==> src/rtl/wsc_pkg.sv <==
package wsc_pkg;

  typedef struct packed {
    logic is_io;
    logic early;
  } wsc_req_t;

  function automatic int unsigned wsc_max(input int unsigned a, input int unsigned b);
    return (a > b) ? a : b;
  endfunction

  function automatic int unsigned wsc_minus_one(input int unsigned a);
    return (a > 0) ? a - 1 : 0;
  endfunction

endpackage

==> src/rtl/wsc_wait_sel.sv <==
module wsc_wait_sel
  import wsc_pkg::*;
#(
  parameter int unsigned MEM_WAITS = 1,
  parameter int unsigned IO_WAITS  = 4,
  parameter int unsigned CNT_W     = 3
) (
  input  wsc_req_t         req,
  output logic [CNT_W-1:0] waits
);
  localparam logic [CNT_W-1:0] MEM_FULL  = CNT_W'(MEM_WAITS);
  localparam logic [CNT_W-1:0] IO_FULL   = CNT_W'(IO_WAITS);
  localparam logic [CNT_W-1:0] MEM_SHORT = CNT_W'(wsc_minus_one(MEM_WAITS));
  localparam logic [CNT_W-1:0] IO_SHORT  = CNT_W'(wsc_minus_one(IO_WAITS));

  always_comb begin
    unique case ({req.is_io, req.early})
      2'b00:   waits = MEM_FULL;
      2'b01:   waits = MEM_SHORT;
      2'b10:   waits = IO_FULL;
      default: waits = IO_SHORT;
    endcase
  end
endmodule

==> src/rtl/wsc_pend_slot.sv <==
module wsc_pend_slot
  import wsc_pkg::*;
(
  input  logic     clk,
  input  logic     rst,
  input  logic     capture,
  input  logic     release_i,
  input  wsc_req_t req_in,
  output wsc_req_t req_out,
  output logic     valid
);
  always_ff @(posedge clk) begin
    if (rst) begin
      valid   <= 1'b0;
      req_out <= '0;
    end else if (release_i) begin
      valid   <= 1'b0;
    end else if (capture) begin
      valid   <= 1'b1;
      req_out <= req_in;
    end
  end
endmodule

==> src/rtl/wsc_cycle_timer.sv <==
module wsc_cycle_timer #(
  parameter int unsigned CNT_W = 3
) (
  input  logic             clk,
  input  logic             rst,
  input  logic             start,
  input  logic             go_idle,
  input  logic [CNT_W-1:0] load,
  output logic             rdy_n,
  output logic             bus_idle
);
  logic [CNT_W-1:0] remain;

  always_ff @(posedge clk) begin
    if (rst) begin
      remain   <= '0;
      rdy_n    <= 1'b1;
      bus_idle <= 1'b1;
    end else if (start) begin
      bus_idle <= 1'b0;
      remain   <= load;
      rdy_n    <= (load != '0);
    end else if (go_idle) begin
      bus_idle <= 1'b1;
      rdy_n    <= 1'b1;
      remain   <= '0;
    end else if (!bus_idle) begin
      if (remain == CNT_W'(1)) rdy_n <= 1'b0;
      if (remain != '0) remain <= remain - CNT_W'(1);
    end
  end
endmodule

==> src/rtl/wsc_ctrl.sv <==
module wsc_ctrl
  import wsc_pkg::*;
#(
  parameter int unsigned MEM_WAITS = 1,
  parameter int unsigned IO_WAITS  = 4
) (
  input  logic clk,
  input  logic rst,
  input  logic ads_n,
  input  logic cs_mem,
  input  logic cs_io,
  output logic rdy_n,
  output logic bus_idle
);
  localparam int unsigned MAX_WAITS = wsc_max(MEM_WAITS, IO_WAITS);
  localparam int unsigned CNT_W     = (MAX_WAITS < 2) ? 1 : $clog2(MAX_WAITS + 1);

  logic             strobe;
  logic             end_edge;
  logic             from_idle;
  logic             start;
  logic             go_idle;
  logic             capture;
  logic             pend_valid;
  logic             sel_io;
  wsc_req_t         pend_req;
  wsc_req_t         now_req;
  wsc_req_t         start_req;
  logic [CNT_W-1:0] waits;

  // I/O select wins; no select at all falls back to memory timing
  always_comb begin
    unique case ({cs_io, cs_mem})
      2'b10, 2'b11: sel_io = 1'b1;
      2'b01:        sel_io = 1'b0;
      default:      sel_io = 1'b0;
    endcase
  end

  assign strobe    = !ads_n;
  assign end_edge  = !bus_idle && !rdy_n;
  assign from_idle = bus_idle && strobe;
  assign now_req   = '{is_io: sel_io, early: !bus_idle};
  assign capture   = !bus_idle && !end_edge && strobe && !pend_valid;
  assign start     = from_idle || (end_edge && (pend_valid || strobe));
  assign go_idle   = end_edge && !start;

  always_comb begin
    if (end_edge && pend_valid) start_req = pend_req;
    else                        start_req = now_req;
  end

  wsc_pend_slot u_slot (
    .clk       (clk),
    .rst       (rst),
    .capture   (capture),
    .release_i (end_edge),
    .req_in    (now_req),
    .req_out   (pend_req),
    .valid     (pend_valid)
  );

  wsc_wait_sel #(
    .MEM_WAITS (MEM_WAITS),
    .IO_WAITS  (IO_WAITS),
    .CNT_W     (CNT_W)
  ) u_sel (
    .req   (start_req),
    .waits (waits)
  );

  wsc_cycle_timer #(
    .CNT_W (CNT_W)
  ) u_timer (
    .clk      (clk),
    .rst      (rst),
    .start    (start),
    .go_idle  (go_idle),
    .load     (waits),
    .rdy_n    (rdy_n),
    .bus_idle (bus_idle)
  );
endmodule

==> config.mk <==
export PLATFORM = sky130hd
export DESIGN_NAME = wsc_ctrl
export DESIGN_NICKNAME = d
export VERILOG_FILES = /design/src/rtl/wsc_pkg.sv /design/src/rtl/wsc_wait_sel.sv /design/src/rtl/wsc_pend_slot.sv /design/src/rtl/wsc_cycle_timer.sv /design/src/rtl/wsc_ctrl.sv
export SDC_FILE = /design/constraint.sdc
export NUM_CORES = 1
export LEC_CHECK = 0
export CAP_MARGIN = 20
export CORE_MARGIN = 3
export CORE_UTILIZATION = 30
export DETAILED_ROUTE_END_ITERATION = 10
export DONT_BUFFER_PORTS = 1
export GPL_ROUTABILITY_DRIVEN = 0
export SYNTH_ARGS = -nofsm -noshare
export SYNTH_HDL_FRONTEND = slang
export SYNTH_SLANG_ARGS = --single-unit
==> constraint.sdc <==
create_clock -name clk -period 2.15 [get_ports clk]
set_input_delay 0.1075 -clock clk [delete_from_list [all_inputs] [get_ports clk]]
set_output_delay 0.1075 -clock clk [all_outputs]
set_load 0.03 [all_outputs]
Word-level counts from Yosys, hierarchy flattened. Index checks and enable logic that the tools add are counted.

Add/subtract/negate cells: 1. Eq/ne operators: 6. Multiplexer cells: 13. Bitwise operators: 1. Reduce and logical (&&, ||, !) cells: 27.

Operators by type and width (number): $mux 3 (4); $reduce_bool 3->1 (4); $pmux 3 s3 (1); $logic_and 1x1->1 (8); $mux 1 (7); $eq 2x2->1 const B (3); $logic_not 1->1 (6); $reduce_and 2->1 (3); $reduce_or 2->1 (2); $eq 3x1->1 const B (1); $ne 3x3->1 const B (1); $sub 3x1->3 const B (1); $eq 2x1->1 const B (1); $logic_not 2->1 (1); $logic_or 1x1->1 (2); $mux 2 (1); $reduce_bool 2->1 (1); $not 1->1 (1).

Flip-flop bits (word level): 8. Bits of input ports: 5. Output and inout port bits: 2.

Longest topological paths before layout.
Word-level depth: 8. Depth in mapped cells: 8.

By module. A second synthesis with hierarchy kept.

Cell total of the unflattened synthesis: 61. Area, all modules: 559.3 µm².

Modules (own cells, without submodules): wsc_cycle_timer (times used 1, cells an instance 35, area each 324.1 µm²); wsc_pend_slot (times used 1, cells an instance 12, area each 127.6 µm²); wsc_ctrl (times used 1, cells an instance 11, area each 78.8 µm²); wsc_wait_sel (times used 1, cells an instance 3, area each 28.8 µm²).

Worst setup path after synthesis. OpenSTA, ideal clock, no wires.

Path kind: register to register. Start point: reg u_timer.bus_idle. End point: reg u_timer.remain[0]. Library setup time: 0.095 ns. Data arrival time: 1.799 ns. Slack: 0.256 ns. Stages on the path, launching flop included: 8. Period minus slack after synthesis: 1.894 ns. Cell sequence: dfxtp_1 > buf_6 > nor2_1 > nand2_1 > mux2_2 > ha_1 > o211ai_1 > a221oi_1.

Word-level cells in the longest chain between the ends: 8. Elaborated cells between the ends (all ways): 18. Classes of those cells: 3 x eq/ne; 4 x mux; 11 x reduce/logical.

Ends and longest elaborated chain: start: declaration (RTL line wsc_cycle_timer.sv:10) `output logic bus_idle`; start signal: assignment (RTL line wsc_cycle_timer.sv:18) `bus_idle <= 1'b1;`; start signal: assignment (RTL line wsc_cycle_timer.sv:20) `bus_idle <= 1'b0;`; start signal: assignment (RTL line wsc_cycle_timer.sv:24) `bus_idle <= 1'b1;`; branches (longest 8 deep; another with $pmux 3 s3); end signal: assignment (RTL line wsc_cycle_timer.sv:21) `remain <= load;`; end signal: assignment (RTL line wsc_cycle_timer.sv:29) `if (remain != '0) remain <= remain - CNT_W'(1);`; end: declaration (RTL line wsc_cycle_timer.sv:12) `logic [CNT_W-1:0] remain;`.

Parallel ways; which one is timed is not known. A chain may end at the register's enable or synchronous reset.

Worst setup path in the final report.
Start point: reg u_timer.rdy_n. End point: reg u_timer.remain[0].

Word-level cells in the longest chain between the ends: 8. Elaborated cells between the ends (all ways): 17. Classes of those cells: 3 x eq/ne; 4 x mux; 10 x reduce/logical.

Ends and longest elaborated chain: start: declaration (RTL line wsc_cycle_timer.sv:9) `output logic rdy_n,`; start signal: assignment (RTL line wsc_cycle_timer.sv:22) `rdy_n <= (load != '0);`; $logic_not 1->1 * (RTL line wsc_ctrl.sv:41) `assign end_edge = !bus_idle && !rdy_n;`; $logic_and 1x1->1 * (RTL line wsc_ctrl.sv:41); branches (longest 6 deep; another with $pmux 3 s3).

Mark *: on every way between the ends.

==> flow_summary.yaml <==
timing:
  drv_slew: 0
  setup-violations-final: 0
  period_share_pct: 79.42
  fmax_ghz: 0.5856
  hold_viol_final: 0
  fin_crit_ns: 1.708
  hold_slack_ns: 0.009607
  worst_slew_pin_slew_ns: 0.3088
  slew_headroom_pct: 79.36
  final.setup.tns_ns: 0
  rsz0062_at_grt: "no"
  finClkSkew_ns: 0.001781
synthesis:
  synth_ff_type: "dfxtp_1"
  synthSimpleGateAreaFrac_pct: 20.89
  seq_area_frac_synth_pct: 28.44
  synth_compound_area_share_pct: 21.56
  synth_common_cells: "dfxtp_1, nor2_1, ha_1, inv_1"
  synth_mux_area_share_pct: 7.556
  yosys.area.top_type: "dfxtp_1"
  synth_area_per_cell_um2: 9.081
  ys_types: 24
  yosys.area_share.adder_pct: 13.33
  synth_edf_count: 0
  synthTopCellsByArea: "dfxtp_1, ha_1, o211a_1, nor2_1, inv_1"
  yosys_warnings: 0
  ys_seq_elements: 8
  netlist_area_um2: 563.0
  synth_top_family_by_area: "compound AO/OA/AOI/OAI gates"
  netlist.area_leader.share_pct: 28.44
  async_reset_ff_share_pct: 0
  synthCells: 62
  synth_xor_area_share_pct: 1.556
  syn_nets: 73
placed_design:
  dp_hpwl_um: 772.2
  numPortBuffers: 0
  placed_cell_area_um2: 594.3
flow_run:
  maxCapViolCount: 0
worst_setup_path:
  timing.critical_path.slowest_cell_delay_ns: 0.31
  cp.required_ns: 2.31
  start_kind: "flop"
  critPathTopFamily: "simple AND/OR/NAND/NOR gates"
  critPathSlowestCell: "dfxtp_1"
  cp_max_fo: 4
  endpoint_kind: "flop"
  cp_cell_sequence: "nor2_1, nand2_1, mux2_2, ha_1, o211ai_1, a221oi_1"
  criticalPathCategory: "flop to flop"
  path_buf_inv: 0
  arrival_ns: 1.87
floorplan:
  row_count: 15
  floorplan.initialDensity_pct: 32.26
  die_w_um: 49.32
  core_mm2: 0.001745
  ios: 7
  die_area_mm2: 0.002432
  die_y_um: 49.32
pwr:
  p_seq_share_pct: 42.7
  p_leak_uw: 0.0002841
  switching_share_pct: 30.78
  irDropWorstVdd_uv: 249.3
  intPower_uw: 282.1
  p_switching_uw: 125.5
  power_density_mw_per_mm2: 640.0
  clock_power_share_pct: 29.1
  p_total_uw: 407.6
  pwr-share-comb_pct: 28.2
run_status:
  status: "complete, no violations"
cells_and_area:
  diodes: 0
  area_growth_pct: 13.11
  final_util_pct: 36.49
  design_area_um2: 636.9
  fillers: 184
  nNetsFinal: 80
  drive_gt1_share_pct: 14.93
grt:
  grt_overflow: 0
  antenna_found_initial: 0
  grt_pass1_vias: 439
  grt_pass1_wl_um: 1876
  track_usage_pct: 10.48
  grt_max_degree: 13
clock_tree:
  cts_sinks: 8
  cts_root_buf: "clkbuf_4"
  path_clk_slew_ns: 0.06
  cts_made_buffers: 3
  cts_buffer_depth: 2
  clock_latency_ns: 0.26
  htreeDepth: 1
  cts_tree: "done"
routing:
  vias: 454
  ant_nets: 0
  drc: 0
  vias_per_cell: 4.935
  drt-total-wl_um: 1063
  routedWlPerCell_um: 11.55
  drt_iter0_markers: 5
  drt-pass1-iter-count: 2
hold_path:
  hp-class: "input port to flop"
[per-layer routing]
layer	track usage, %	wire (um)	part of all wire (%)
met1	12.27	500	47
met2	14.96	476	45
met3	2.141	39	3.7
met4	11.37	47	4.4
met5	0	0	0
[metrics by stage]
| stage | setup WS (ns) | std cells |
|---|---|---|
| floorplan | 0.2558 | 62 |
| finish | 0.4425 | 92 |
| global placement | 0.4874 | 87 |
| global route | 0.3332 | 92 |
| detailed placement | 0.4432 | 87 |
| CTS | 0.4136 | 92 |
[sequential cells by signal (all words and copies together), names as in the netlist]
name              count
u_slot.valid          1
u_timer.remain        3
u_slot.req_out        2
u_timer.rdy_n         1
u_timer.bus_idle      1
[power groups by stage]
stage / combinational (uW) / sequential [uW] / clock (uW)
after CTS: 116 / 174 / 125
after detailed placement: 110 / 178 / 0
after floorplan: 85.9 / 185 / 0
final: 115 / 174 / 119
after global placement: 108 / 177 / 0
after global routing: 128 / 176 / 133
[cell type report]
class / instances / area [um^2] / share of cell area, %
multi-input combinational: 46 / 365.4 / 57.37
timing repair buffer: 4 / 35.03 / 5.501
clock buffer: 3 / 22.52 / 3.536
sequential: 8 / 160.2 / 25.15
inverter: 6 / 22.52 / 3.536
tap: 25 / 31.28 / 4.912
[placed cells by master, fill, tap and decap left out]
master,instances
a21oi_1,1
a221o_1,2
a221oi_1,2
buf_4,2
clkbuf_4,3
dfxtp_1,8
dlygate4sd3_1,2
ha_1,6
inv_1,6
mux2_2,2
mux2i_1,2
nand2_1,3
nand2b_1,3
nand4bb_1,1
nor2_1,8
nor2b_1,2
nor3_1,1
nor3b_1,1
nor4b_2,1
o211a_1,3
o211ai_1,3
o21ai_0,2
o32ai_2,1
or2_2,1
xnor2_1,1
[path summary, 6_finish.rpt]
path,from,end,slack [ns],cells past startpoint
setup / recovery,u_timer.rdy_n,u_timer.remain[0],0.44,6
hold / removal,cs_io,u_slot.req_out[1],0.01,2
setup reg to reg,u_timer.rdy_n,u_timer.remain[0],0.44,6
hold reg to reg,u_slot.req_out[0],u_slot.req_out[0],0.48,2
[cell families after synthesis]
family          after synthesis
simple gates                 21
compound gates               14
buf+inv                       8
flops                         8
fa+ha+maj                     6
mux                           4
xor+xnor                      1
[timing repair]
action | in CTS | in global routing
setup buffers | 0 | 0
setup endpoints to repair | 0 | 0
hold endpoints to repair | 7 | 0
hold buffers | 2 | 0
gates resized for setup | 0 | 0
Power figures use the tool's default switching activity.
